<file path="config.mk">
export PLATFORM = sky130hd
export DESIGN_NAME = pdma_channel
export DESIGN_NICKNAME = d
export VERILOG_FILES = /design/src/rtl/pdma_pkg.sv /design/src/rtl/pdma_state.sv /design/src/rtl/pdma_mover.sv /design/src/rtl/pdma_regs.sv /design/src/rtl/pdma_channel.sv
export SDC_FILE = /design/constraint.sdc
export NUM_CORES = 1
export LEC_CHECK = 0
export BUFFER_PORTS_ARGS = -buffer_cell sky130_fd_sc_hd__buf_2
export CAP_MARGIN = 20
export CORE_MARGIN = 8
export CORE_UTILIZATION = 30
export CTS_BUF_LIST = sky130_fd_sc_hd__clkbuf_8
export CTS_CLUSTER_DIAMETER = 30
export DETAILED_ROUTE_END_ITERATION = 12
export PLACE_DENSITY = 0.51
export SLEW_MARGIN = 5
export SYNTH_ARGS = -nofsm -noshare
export SYNTH_HDL_FRONTEND = slang
export SYNTH_SLANG_ARGS = --single-unit
</file>
<file path="constraint.sdc">
create_clock -name clk -period 9.5 [get_ports clk]
set_clock_uncertainty 0.2 [all_clocks]
set_input_delay 0.475 -clock clk [delete_from_list [all_inputs] [get_ports clk]]
set_output_delay 0.475 -clock clk [all_outputs]
set_load 0.02 [all_outputs]
</file>
<file path="src/rtl/pdma_pkg.sv">
package pdma_pkg;
  typedef enum logic [1:0] {
    ST_IDLE  = 2'd0,
    ST_STALL = 2'd1,
    ST_ON    = 2'd2,
    ST_NEXT  = 2'd3
  } chan_state_e;

  localparam logic [7:0] OFF_CTRL   = 8'h00;
  localparam logic [7:0] OFF_INTR   = 8'h04;
  localparam logic [7:0] OFF_PORT   = 8'h08;
  localparam logic [7:0] OFF_STAT   = 8'h0C;
  localparam logic [7:0] OFF_REMAIN = 8'h14;
  localparam logic [7:0] OFF_CNT0   = 8'h20;
  localparam logic [7:0] OFF_BASE0  = 8'h24;
  localparam logic [7:0] OFF_SLOT_STRIDE = 8'h10;

  localparam int BIT_STALL = 0;
  localparam int BIT_NFB   = 1;
  localparam int BIT_ERR   = 3;
  localparam int BIT_EN    = 4;
endpackage

</file>
<file path="src/rtl/pdma_state.sv">
module pdma_state
  import pdma_pkg::*;
(
  input  logic        clk,
  input  logic        rst,
  input  logic        en,
  input  logic [1:0]  base_hit,
  input  logic        done,
  output chan_state_e state,
  output logic        load_slot,
  output logic        act_slot,
  output logic        arm_ok
);
  // a base write is accepted only for the slot whose turn it is
  assign arm_ok = base_hit[load_slot] && en &&
                  (state == ST_STALL || state == ST_ON);

  always_ff @(posedge clk) begin
    if (rst) begin
      state     <= ST_IDLE;
      load_slot <= 1'b0;
      act_slot  <= 1'b0;
    end else begin
      if (arm_ok) load_slot <= ~load_slot;
      if (done)   act_slot  <= ~act_slot;
      unique case (state)
        ST_IDLE: if (en) begin
          state     <= ST_STALL;
          load_slot <= 1'b0;
          act_slot  <= 1'b0;
        end
        ST_STALL: begin
          if (!en)         state <= ST_IDLE;
          else if (arm_ok) state <= ST_ON;
        end
        ST_ON: begin
          if (arm_ok && !done)      state <= ST_NEXT;
          else if (done && !arm_ok) state <= en ? ST_STALL : ST_IDLE;
        end
        ST_NEXT: if (done) state <= ST_ON;
        default: state <= ST_IDLE;
      endcase
    end
  end
endmodule

</file>
<file path="src/rtl/pdma_mover.sv">
module pdma_mover #(
  parameter int ADDR_W = 32,
  parameter int CNT_W  = 16
) (
  input  logic              clk,
  input  logic              rst,
  input  logic              busy,
  input  logic [CNT_W-1:0]  cnt_act,
  input  logic [ADDR_W-1:0] base_act,
  output logic              mem_req,
  output logic [ADDR_W-1:0] mem_addr,
  input  logic              mem_ack,
  input  logic              mem_err,
  input  logic [7:0]        mem_rdata,
  output logic              tx_valid,
  output logic [7:0]        tx_data,
  input  logic              tx_ready,
  output logic              done,
  output logic              err_set,
  output logic [CNT_W-1:0]  remain
);
  typedef enum logic [1:0] {MV_IDLE, MV_REQ, MV_SEND} mv_e;
  mv_e              mst;
  logic [CNT_W-1:0] offs;

  assign err_set  = (mst == MV_REQ) && mem_ack && mem_err;
  assign done     = ((mst == MV_IDLE) && busy && (offs == cnt_act)) || err_set;
  assign mem_req  = (mst == MV_REQ);
  assign tx_valid = (mst == MV_SEND);
  assign mem_addr = base_act + ADDR_W'(offs);
  assign remain   = busy ? (cnt_act - offs) : '0;

  always_ff @(posedge clk) begin
    if (rst) begin
      mst     <= MV_IDLE;
      offs    <= '0;
      tx_data <= '0;
    end else begin
      unique case (mst)
        MV_IDLE: if (busy) begin
          if (offs == cnt_act) offs <= '0;
          else                 mst  <= MV_REQ;
        end
        MV_REQ: if (mem_ack) begin
          if (mem_err) begin
            offs <= '0;
            mst  <= MV_IDLE;
          end else begin
            tx_data <= mem_rdata;
            offs    <= offs + 1'b1;
            mst     <= MV_SEND;
          end
        end
        MV_SEND: if (tx_ready) mst <= MV_IDLE;
        default: mst <= MV_IDLE;
      endcase
    end
  end
endmodule

</file>
<file path="src/rtl/pdma_regs.sv">
module pdma_regs
  import pdma_pkg::*;
#(
  parameter int ADDR_W = 32,
  parameter int CNT_W  = 16,
  parameter int PORT_W = 4
) (
  input  logic                   clk,
  input  logic                   rst,
  input  logic                   reg_we,
  input  logic [7:0]             reg_addr,
  input  logic [31:0]            reg_wdata,
  output logic [31:0]            reg_rdata,
  input  chan_state_e            state,
  input  logic                   act_slot,
  input  logic                   load_slot,
  input  logic                   arm_ok,
  input  logic                   err_set,
  input  logic [CNT_W-1:0]       remain,
  output logic [4:0]             ctrl_q,
  output logic [PORT_W-1:0]      port_q,
  output logic [1:0][CNT_W-1:0]  slot_cnt,
  output logic [1:0][ADDR_W-1:0] slot_base,
  output logic [1:0]             base_hit,
  output logic                   irq_q
);
  logic err_q, stall_f, nfb_f;
  logic [31:0] rd_val;

  assign stall_f = (state == ST_STALL);
  assign nfb_f   = (state == ST_ON);

  for (genvar s = 0; s < 2; s++) begin : g_slot
    localparam logic [7:0] CNT_OFF  = OFF_CNT0 + 8'(s) * OFF_SLOT_STRIDE;
    localparam logic [7:0] BASE_OFF = OFF_BASE0 + 8'(s) * OFF_SLOT_STRIDE;
    logic              loaded;
    logic [CNT_W-1:0]  cnt_r;
    logic [ADDR_W-1:0] base_r;

    assign loaded       = (state == ST_NEXT) || (state == ST_ON && act_slot == 1'(s));
    assign base_hit[s]  = reg_we && (reg_addr == BASE_OFF);
    assign slot_cnt[s]  = cnt_r;
    assign slot_base[s] = base_r;

    always_ff @(posedge clk) begin
      if (rst) begin
        cnt_r  <= '0;
        base_r <= '0;
      end else begin
        if (reg_we && reg_addr == CNT_OFF && !loaded) cnt_r <= reg_wdata[CNT_W-1:0];
        if (arm_ok && load_slot == 1'(s))             base_r <= reg_wdata[ADDR_W-1:0];
      end
    end
  end

  always_ff @(posedge clk) begin
    if (rst) begin
      ctrl_q <= '0;
      port_q <= '0;
      err_q  <= 1'b0;
      irq_q  <= 1'b0;
    end else begin
      if (reg_we && reg_addr == OFF_CTRL) ctrl_q <= reg_wdata[4:0] & 5'b11011;
      if (reg_we && reg_addr == OFF_PORT) port_q <= reg_wdata[PORT_W-1:0];
      if (err_set) err_q <= 1'b1;
      else if (reg_we && reg_addr == OFF_INTR && reg_wdata[BIT_ERR]) err_q <= 1'b0;
      irq_q <= (ctrl_q[BIT_STALL] & stall_f) | (ctrl_q[BIT_NFB] & nfb_f) |
               (ctrl_q[BIT_ERR] & err_q);
    end
  end

  always_comb begin
    rd_val = '0;
    case (reg_addr)
      OFF_CTRL:   rd_val = 32'(ctrl_q);
      OFF_INTR:   rd_val = {28'd0, err_q, 1'b0, nfb_f, stall_f};
      OFF_PORT:   rd_val = 32'(port_q);
      OFF_STAT:   rd_val = {26'd0, state, 4'd0};
      OFF_REMAIN: rd_val = 32'(remain);
      OFF_CNT0:   rd_val = 32'(slot_cnt[0]);
      OFF_BASE0:  rd_val = 32'(slot_base[0]);
      OFF_CNT0 + OFF_SLOT_STRIDE:  rd_val = 32'(slot_cnt[1]);
      OFF_BASE0 + OFF_SLOT_STRIDE: rd_val = 32'(slot_base[1]);
      default:    rd_val = '0;
    endcase
  end

  always_ff @(posedge clk) begin
    if (rst) reg_rdata <= '0;
    else     reg_rdata <= rd_val;
  end
endmodule

</file>
<file path="src/rtl/pdma_channel.sv">
module pdma_channel
  import pdma_pkg::*;
#(
  parameter int ADDR_W = 32,
  parameter int CNT_W  = 16,
  parameter int PORT_W = 4
) (
  input  logic              clk,
  input  logic              rst,
  input  logic              reg_we,
  input  logic [7:0]        reg_addr,
  input  logic [31:0]       reg_wdata,
  output logic [31:0]       reg_rdata,
  output logic              irq,
  output logic [PORT_W-1:0] port_sel,
  output logic              mem_req,
  output logic [ADDR_W-1:0] mem_addr,
  input  logic              mem_ack,
  input  logic              mem_err,
  input  logic [7:0]        mem_rdata,
  output logic              tx_valid,
  output logic [7:0]        tx_data,
  input  logic              tx_ready
);
  chan_state_e            state;
  logic                   load_slot, act_slot, arm_ok, done, err_set, busy;
  logic [4:0]             ctrl_q;
  logic [1:0]             base_hit;
  logic [1:0][CNT_W-1:0]  slot_cnt;
  logic [1:0][ADDR_W-1:0] slot_base;
  logic [CNT_W-1:0]       remain;

  assign busy = (state == ST_ON) || (state == ST_NEXT);

  pdma_regs #(.ADDR_W(ADDR_W), .CNT_W(CNT_W), .PORT_W(PORT_W)) u_regs (
    .clk(clk), .rst(rst), .reg_we(reg_we), .reg_addr(reg_addr),
    .reg_wdata(reg_wdata), .reg_rdata(reg_rdata), .state(state),
    .act_slot(act_slot), .load_slot(load_slot), .arm_ok(arm_ok),
    .err_set(err_set), .remain(remain), .ctrl_q(ctrl_q), .port_q(port_sel),
    .slot_cnt(slot_cnt), .slot_base(slot_base), .base_hit(base_hit),
    .irq_q(irq)
  );

  pdma_state u_state (
    .clk(clk), .rst(rst), .en(ctrl_q[BIT_EN]), .base_hit(base_hit),
    .done(done), .state(state), .load_slot(load_slot),
    .act_slot(act_slot), .arm_ok(arm_ok)
  );

  pdma_mover #(.ADDR_W(ADDR_W), .CNT_W(CNT_W)) u_mover (
    .clk(clk), .rst(rst), .busy(busy),
    .cnt_act(slot_cnt[act_slot]), .base_act(slot_base[act_slot]),
    .mem_req(mem_req), .mem_addr(mem_addr), .mem_ack(mem_ack),
    .mem_err(mem_err), .mem_rdata(mem_rdata), .tx_valid(tx_valid),
    .tx_data(tx_data), .tx_ready(tx_ready), .done(done),
    .err_set(err_set), .remain(remain)
  );
endmodule

</file>
==> results.md, run 1 <==
- Total of warnings raised by yosys: 0
- Via count of the first global-routing pass: 7807
- Number of hold violations in the final report: 0
- Area of all placed cells without fillers: between 10000 and 15000 µm²
- Main combinational cell family by area after synthesis: multiplexers
- Pins over their slew limit: 0
- Post-detailed-placement cell area: 10300 µm²
- Fraction of the cycle the final worst path needs: 55.6%
- Critical path startpoint category: flip-flop
- Pin count of the biggest net entering global routing: 70
- Kind of capture point of the worst setup path: primary output
- Cts bufs inserted: 17
- Count of boundary I/O pins: approximately 130
- Gr ovfl total: 0
- Number of setup violations in the final report: 0
- Post-CTS setup repair buffer count: 0
- Post-synth ARST share: 0%
- Shortest period the worst path allows: ~5300 ps
- Flop and latch count out of synthesis: 168
- Synth Area in Compound Gates: 14.6%
- Final total negative setup slack: 0 ps
- Worst slew margin relative to its limit: 33.3%
- Peak clock frequency supported by timing: around 0.19 GHz
- Unrepaired setup endpoints after global routing: false
- Growth of design area from synthesis to finish: 15.2%
- CTS H-tree lvls: 4
- HP Class: input pin to flip-flop
- Number of nets in the layout: 1246
- Post-synthesis instance total: between 1000 and 1500
- Area of the core: 30600 µm²
- DRC violations left: 0
- Number of buffers added on ports: 132
- Clock tree from TritonCTS: built
- Height of the chip: about 190 µm
- Clock latency reported for the late side of the worst-skew pair: 480 ps
- Commonest non-fill, non-tap cell in the layout: nor2_1
- Cts repair resizes: 0
- Number of enable flip-flop cells after synthesis: 0
- Area fraction in and, or, nand and nor cells after synthesis: roughly 16%
- P_leak: 0.00417 µW
- Clock-pin slew reported for the worst setup and hold paths after clock tree synthesis: around 100 ps
- Post-cts hold buffer count: 0
- Clock sinks: 168
- Mean Syn Cell Area: 8.96 µm²
- Width of the die: 192 µm
- Antenna violations before repair: 3
- Sequential element share of the synthesized area: 36.1%
- Synth unique cells: 70
- Row count: 64
- Highest fanout seen on the critical path: 69
- Global-route usage over all layers: 16.1%
- Adder-Cell Fraction of Synth Area: 6.33%
- Post-Syn Nets: 1140
- Maximum vdd ir drop: around 0.08 mV
- Xor and xnor fraction of the mapped netlist area: ~5.4%
- Overall die area: 37000 µm²
- Starting density of the core: 30.5%
- Root Buffer Master: clkbuf_8
- Wire length of the first global-routing pass: ~46000 µm
- Final HPWL DP: 21900 µm
- Path type of the worst setup path: flip-flop to primary output
- Most frequent cells in the layout: 172 x nor2_1, 167 x dfxtp_1, 131 x buf_2
- Post-detailed-route count of antenna-violating nets: 0
- Predominant post-synthesis flop cell: dfxtp_1
- Required arrival time at the worst endpoint: 8830 ps
- Run status: finished, final reports clean
- Post-Syn Area: approximately 9300 µm²
- Share of synthesized area spent on multiplexers: 17.7%
- Share of layout cells above drive strength 1: 19.6%
- Detailed router's first-iteration violation count: 568
- Via density per instance: 5.20
- Count of max-cap constraint violations: 0
- CTS Buffer Depth: 2
- Least-Margin Pin Slew: ~1000 ps
- Layout fillers: 3244
- Power density normalized to cell area: 122 nW/µm²
- Vias after detailed routing: 8095
- First drt pass iteration count: 5
- Register-to-Register Setup Slack: roughly 5400 ps
- Wire length reported by the detailed router: 30300 µm
- Arrival time at the worst endpoint: between 4000 and 5000 ps
- Placer Congestion: 0.864
- Routed wirelength normalized by instance count: 19.5 µm
==> power by group <==
group / switching, µW / total, µW / internal (µW)
sequential: 0.811 / 705 / 704
combinational: 35.5 / 51.6 / 16.1
clock: 325 / 549 / 224
total: 361 / 1310 / 945
==> flip-flops by register name, summed over array words and instances (netlist names) <==
register,flops
u_regs.g_slot.base_r,64
u_regs.g_slot.cnt_r,32
u_regs.reg_rdata,32
u_mover.offs,16
u_mover.tx_data,8
u_regs.ctrl_q,4
u_regs.port_q,4
u_mover.mst,2
u_state.state,2
u_regs.err_q,1
u_regs.irq_q,1
u_state.act_slot,1
u_state.load_slot,1
==> layer usage <==
metal / vias up / part of all wire, % / track usage (%)
li1: 3920 / - / -
met1: 3915 / 45 / 20.7
met2: 214 / 47 / 26.2
met3: 44 / 5.1 / 3.18
met4: 2 / 2.7 / 6.17
met5: - / 0.043 / 0
==> kinds of logic (layout without fill, tap and decap cells) <==
logic type / Yosys count / count (layout)
and+or+nand+nor: 336 / 336
AOI/OAI and AO/OA: 190 / 190
DFF: 168 / 168
muxes: 159 / 159
buffers and inverters: 84 / 203
xor gates and xnor gates: 57 / 57
adders and majority gates: 46 / 46
other: 0 / 2
==> final timing paths <==
| path | startpoint | to | cells past startpoint |
|---|---|---|---|
| worst max register to register | u_state.act_slot$_SDFF_PP0_ | u_mover.offs[6]$_SDFFE_PP0P_ | 9 |
| worst min-delay path | mem_rdata[0] | u_mover.tx_data[0]$_SDFFE_PP0P_ | 3 |
| worst min register to register | u_mover.tx_data[0]$_SDFFE_PP0P_ | u_mover.tx_data[0]$_SDFFE_PP0P_ | 2 |
| worst max-delay path | u_state.act_slot$_SDFF_PP0_ | mem_addr[19] | 11 |
==> Yosys cell counts, types with 25 or more instances <==
master,count,area [µm²]
nor2_1,172,646
dfxtp_1,168,3360
mux2i_1,124,1240
nand2_1,60,225
a21oi_1,45,225
ha_1,44,551
xnor2_1,35,307
mux2_2,34,383
nand3_1,33,165
inv_1,30,113
clkbuf_1,28,105
a22oi_1,25,188
o21ai_0,25,125
==> worst max-delay path, cell delays in order, from the launching register on <==
cell and delay [ps]:
dfxtp_2 350, buf_4 750, mux2_2 420, ha_1 340
a2111oi_0 350, o21ai_0 290, and3_1 250, o211ai_1 470
a21oi_1 260, a21o_1 230, a32o_1 240, buf_2 160
==> area by class of cell <==
type                    count  area, µm²  share of cell area, %
well taps                 396        495                   4.61
repair buffers            141        731                   6.80
clock inverters            15        179                   1.67
clock buffers              17        234                   2.18
diodes                      2       5.00                 0.0466
inverters                  30        113                   1.05
flip-flops and latches    168       3360                   31.3
multi-input cells         788       5620                   52.3
==> stage by stage <==
stage	std cells	power, µW	setup slack, ps	util [%]	hold WS [ps]
2_1_floorplan	1040	746	4750	-	249
5_1_grt	1557	1360	3950	35.1	0.908
3_3_place_gp	1523	773	4800	33.7	269
6_report	1557	1310	4220	35.1	33.5
3_5_place_dp	1523	773	4770	33.7	284
4_1_cts	1555	1320	4210	35.1	1.41
(Power assumes the default switching activity.)
==> run 2: changes to the inputs <==
--- a/config.mk
+++ b/config.mk
@@ -5,6 +5,7 @@
 export SDC_FILE = /design/constraint.sdc
 export NUM_CORES = 1
 export LEC_CHECK = 0
+export ABC_AREA = 1
 export BUFFER_PORTS_ARGS = -buffer_cell sky130_fd_sc_hd__buf_2
 export CAP_MARGIN = 20
 export CORE_MARGIN = 8
==> constraint.sdc (replaced) <==
create_clock -name clk -period 5.2 [get_ports clk]
set_clock_uncertainty 0.2 [all_clocks]
set_input_delay 0.26 -clock clk [delete_from_list [all_inputs] [get_ports clk]]
set_output_delay 0.26 -clock clk [all_outputs]
set_load 0.02 [all_outputs]
==> run 2 against run 1 <==
Compared with the run above:
- flip-flop and latch count unchanged
- core utilization rose by 1.1 points
- register-to-register slack worse by 3800 ps
- first-iteration DRC count rose by 44%
- die area is 2.5% higher
- power rose to 2.7 times the previous value
- global-route usage grew 2.1 points
- critical path type unchanged
==> results.md, run 2 <==
- Most frequent cells in the layout: 272 x nand2_1, 167 x dfxtp_1, 166 x a21oi_1 (was 172 x nor2_1, 167 x dfxtp_1, 131 x buf_2)
- Commonest non-fill, non-tap cell in the layout: nand2_1 (was nor2_1)
- Detailed router's first-iteration violation count: 819 (was 568)
- Ant. Diodes: 0 (was 2)
- Power density normalized to cell area: 311 nW/µm² (was 122 nW/µm²)
- Post-synth ARST share: 0% (unchanged)
- Post-Syn Nets: 1484 (was 1140)
- Largest register by flop count: u_regs.g_slot.base_r (unchanged)
- Launch instance of the worst register-to-register path: u_state.act_slot$_SDFF_PP0_ (unchanged)
- Wire length reported by the detailed router: 34800 µm (was 30300 µm)
- Sequential element share of the synthesized area: 35.1% (was 36.1%)
- Gr ovfl total: 0 (unchanged)
- Growth of design area from synthesis to finish: 19.1% (was 15.2%)
- Row count: 65 (was 64)
- First drt pass iteration count: 6 (was 5)
- Vias after detailed routing: 9801 (was 8095)
- Number of buffers added on ports: 132 (unchanged)
- Post-synthesis instance total: 1384 (was 1040)
- Share of layout cells above drive strength 1: 14.9% (was 19.6%)
- Run status: finished, final reports clean (unchanged)
- Switch Pwr: 1400 µW (was 361 µW)
- Peak clock frequency supported by timing: around 0.22 GHz
- Count leader, synth: nand2_1 (was nor2_1)
- Wire length of the first global-routing pass: 55200 µm (was 45700 µm)
- Origin of the worst setup path: u_state.act_slot$_SDFF_PP0_ (unchanged)
- Global-route usage over all layers: 18.2% (was 16.1%)
- Via count of the first global-routing pass: 9542 (was 7807)
- Post-detailed-placement cell area: 10500 µm² (was 10300 µm²)
- Post-Syn Area: 9580 µm² (was 9320 µm²)
- Synth unique cells: 50 (was 70)
- Unrepaired setup endpoints after global routing: false (unchanged)
- Count of max-cap constraint violations: 0 (unchanged)
- Critical path startpoint category: flip-flop (unchanged)
- Non-filler instance count after layout: 1946 (was 1557)
- Leading cell types by total area after synthesis: dfxtp_1 35%, nand2_1 11%, a21oi_1 8.7% (was dfxtp_1 36%, mux2i_1 13%, nor2_1 6.9%)
- Number of hold violations in the final report: 0 (unchanged)
- Highest fanout seen on the critical path: 42 (was 69)
- Number of cells on the worst reg-to-reg path: 18 (was 9)
- Total of warnings raised by yosys: 0 (unchanged)
- Flip-flop count of the largest register, all copies and words added: 64 (unchanged)
- Root Buffer Master: clkbuf_8 (unchanged)
- Cts bufs inserted: 17 (unchanged)
- Switching Share: 39.4% (was 27.7%)
- Fraction of the cycle the final worst path needs: around nine tenths
- Number of nets in the layout: 1631 (was 1246)
- Kind of capture point of the worst setup path: primary output (unchanged)
- Via density per instance: 5.04 (was 5.20)
- Number of instances in the placed design: 1870 (was 1523)
- Worst slew margin relative to its limit: 26.1% (was 33.3%)
- Maximum vdd ir drop: 0.136 mV (was 0.0786 mV)
- Flop and latch count out of synthesis: 168 (unchanged)
- Arrival time at the worst endpoint: 4120 ps (was 4610 ps)
- Placer Congestion: 0.902 (was 0.864)
- Pre-CTS setup slack: 1190 ps (was 4770 ps)
- Area of all placed cells without fillers: 11400 µm² (was 10700 µm²)
- Number of enable flip-flop cells after synthesis: 0 (unchanged)
- Starting density of the core: 30.4% (was 30.5%)
- Clock-pin slew reported for the worst setup and hold paths after clock tree synthesis: 100 ps (about the same)
- Overall die area: 37900 µm² (was 37000 µm²)
- Clock latency reported for the late side of the worst-skew pair: 490 ps (was 480 ps)
- Portion of synthesized cell area occupied by the leading cell type: 35.1% (was 36.1%)
- Height of the chip: 195 µm (was 192 µm)
- Count of boundary I/O pins: 133 (unchanged)
- CTS Buffer Depth: 2 (unchanged)
- Top Registers: u_regs.g_slot.base_r (64), u_regs.g_slot.cnt_r (32), u_regs.reg_rdata (32) (unchanged)
- Predominant post-synthesis flop cell: dfxtp_1 (unchanged)
- Clock sinks: 168 (unchanged)
- Routed wirelength normalized by instance count: 17.9 µm (was 19.5 µm)
- Endpoint of the worst-slack reg-to-reg timing path: u_mover.offs[7]$_SDFFE_PP0P_ (was u_mover.offs[6]$_SDFFE_PP0P_)
- Antenna violations before repair: 0 (was 3)
- Capturing instance or port of the critical path: mem_addr[26] (was mem_addr[19])
- HP Class: input pin to flip-flop (unchanged)
- Required arrival time at the worst endpoint: 4740 ps (was 8830 ps)
- Seq pwr share: 38.9% (was 54.0%)
- Path type of the worst setup path: flip-flop to primary output (unchanged)
- Top cell types by occurrence after synthesis: 272 x nand2_1, 168 x dfxtp_1, 166 x a21oi_1, 151 x o21ai_0, 126 x inv_1 (was 172 x nor2_1, 168 x dfxtp_1, 124 x mux2i_1, 60 x nand2_1, 45 x a21oi_1)
- Register-to-Register Setup Slack: 1550 ps (was 5350 ps)
- Final total negative setup slack: 0 ps (unchanged)
- Fraction of power consumed by the clock network: 29.0% (was 42.1%)
- Final HPWL DP: 26200 µm (was 21900 µm)
- CTS H-tree lvls: 4 (unchanged)
- Comb power frac: 32.0% (was 4.0%)
- P_leak: 0.00512 µW (was 0.00417 µW)
- Pins over their slew limit: 0 (unchanged)
- Layout fillers: 3386 (was 3244)
- DRC violations left: 0 (unchanged)
- Number of setup violations in the final report: 0 (unchanged)
- Mean Syn Cell Area: 6.92 µm² (was 8.96 µm²)
- Width of the die: 195 µm (was 192 µm)
- Clock tree from TritonCTS: built (unchanged)
- Least-Margin Pin Slew: 1100 ps (was 1000 ps)
- Shortest period the worst path allows: about 4600 ps
- Pin count of the biggest net entering global routing: 88 (was 70)
- Yosys top cell by area: dfxtp_1 (unchanged)
- Area of the core: 31500 µm² (was 30600 µm²)
- Final worst slack: 616 ps (was 4220 ps)
- P_int: 2150 µW (was 945 µW)
- Post-detailed-route count of antenna-violating nets: 0 (unchanged)
[run 2: final cells by class]
class	count	area, µm²	share of cell area, %
Clock buffer	18	248	2.17
Sequential cell	168	3360	29.5
Inverter	134	505	4.43
Multi-Input combinational cell	1023	5430	47.6
Timing Repair Buffer	187	1180	10.4
Tap cell	402	503	4.41
Clock inverter	14	173	1.51
[run 2: repair_timing]
| action | in CTS | in global routing |
|---|---|---|
| buffers inserted | 0 | 0 |
| resized for setup | 0 | 0 |
| hold buffers | 44 | 0 |
| endpoints found under the hold margin | 114 | 0 |
[run 2: layer usage]
layer | GRT usage [%] | share of wire, %
met1 | 25.1 | 48
met2 | 29.3 | 46
met3 | 2.80 | 5.1
met4 | 4.61 | 1.3
met5 | 0 | 0
[run 2: cell families (layout without fill, tap and decap cells)]
group	after synthesis	count (layout)	share of synthesized area [%]
flops	168	168	35.1
xor+xnor	33	33	3.02
buf+inv	193	353	8.28
compound gates	383	383	21.8
fa+ha+maj	46	46	6.17
simple gates	561	561	25.6
[run 2: power by group through the flow]
stage | registers, µW | logic [µW] | clock network, µW
2_1_floorplan | 1370 | 852 | 0
3_3_place_gp | 1410 | 1110 | 0
3_5_place_dp | 1410 | 1110 | 0
4_1_cts | 1380 | 1140 | 1060
5_1_grt | 1390 | 1280 | 1110
6_report | 1380 | 1140 | 1030
[run 2: how the worst min path moves through the flow]
stage / slack (ps) / end / from / cells past startpoint
6_report: 60 / u_regs.err_q$_SDFFE_PP0P_ / reg_addr[4] / 5
5_1_grt: 110 / u_regs.err_q$_SDFFE_PP0P_ / reg_addr[4] / 5
4_1_cts: 9 / u_regs.err_q$_SDFFE_PP0P_ / reg_addr[4] / 5
3_5_place_dp: 260 / u_regs.g_slot[1].base_r[21]$_SDFFE_PP0P_ / u_regs.g_slot[1].base_r[21]$_SDFFE_PP0P_ / 2
3_3_place_gp: 260 / u_regs.g_slot[1].base_r[28]$_SDFFE_PP0P_ / u_regs.g_slot[1].base_r[28]$_SDFFE_PP0P_ / 2
2_1_floorplan: 190 / u_regs.g_slot[0].base_r[31]$_SDFFE_PP0P_ / reg_wdata[31] / 2
[run 2: worst max-delay path: stages, from the launching register on]
cell,delay (ps)
dfxtp_2,820
inv_2,430
o21ai_0,280
ha_1,270
fa_1,240
nand2_1,60
nand2_1,60
o21ai_0,210
o21ai_1,330
nand3_1,120
nand2_1,140
nand2_1,120
nor2_1,160
xnor2_1,160
buf_2,200
[run 2: per-stage QoR]
step	hold WS (ps)	power (µW)	util, %
CTS	9.45	3580	36.2
global route	107	3780	36.2
finish	58.3	3550	36.2
detailed placement	265	2520	33.5
global placement	259	2520	33.5
floorplan	195	2220	-
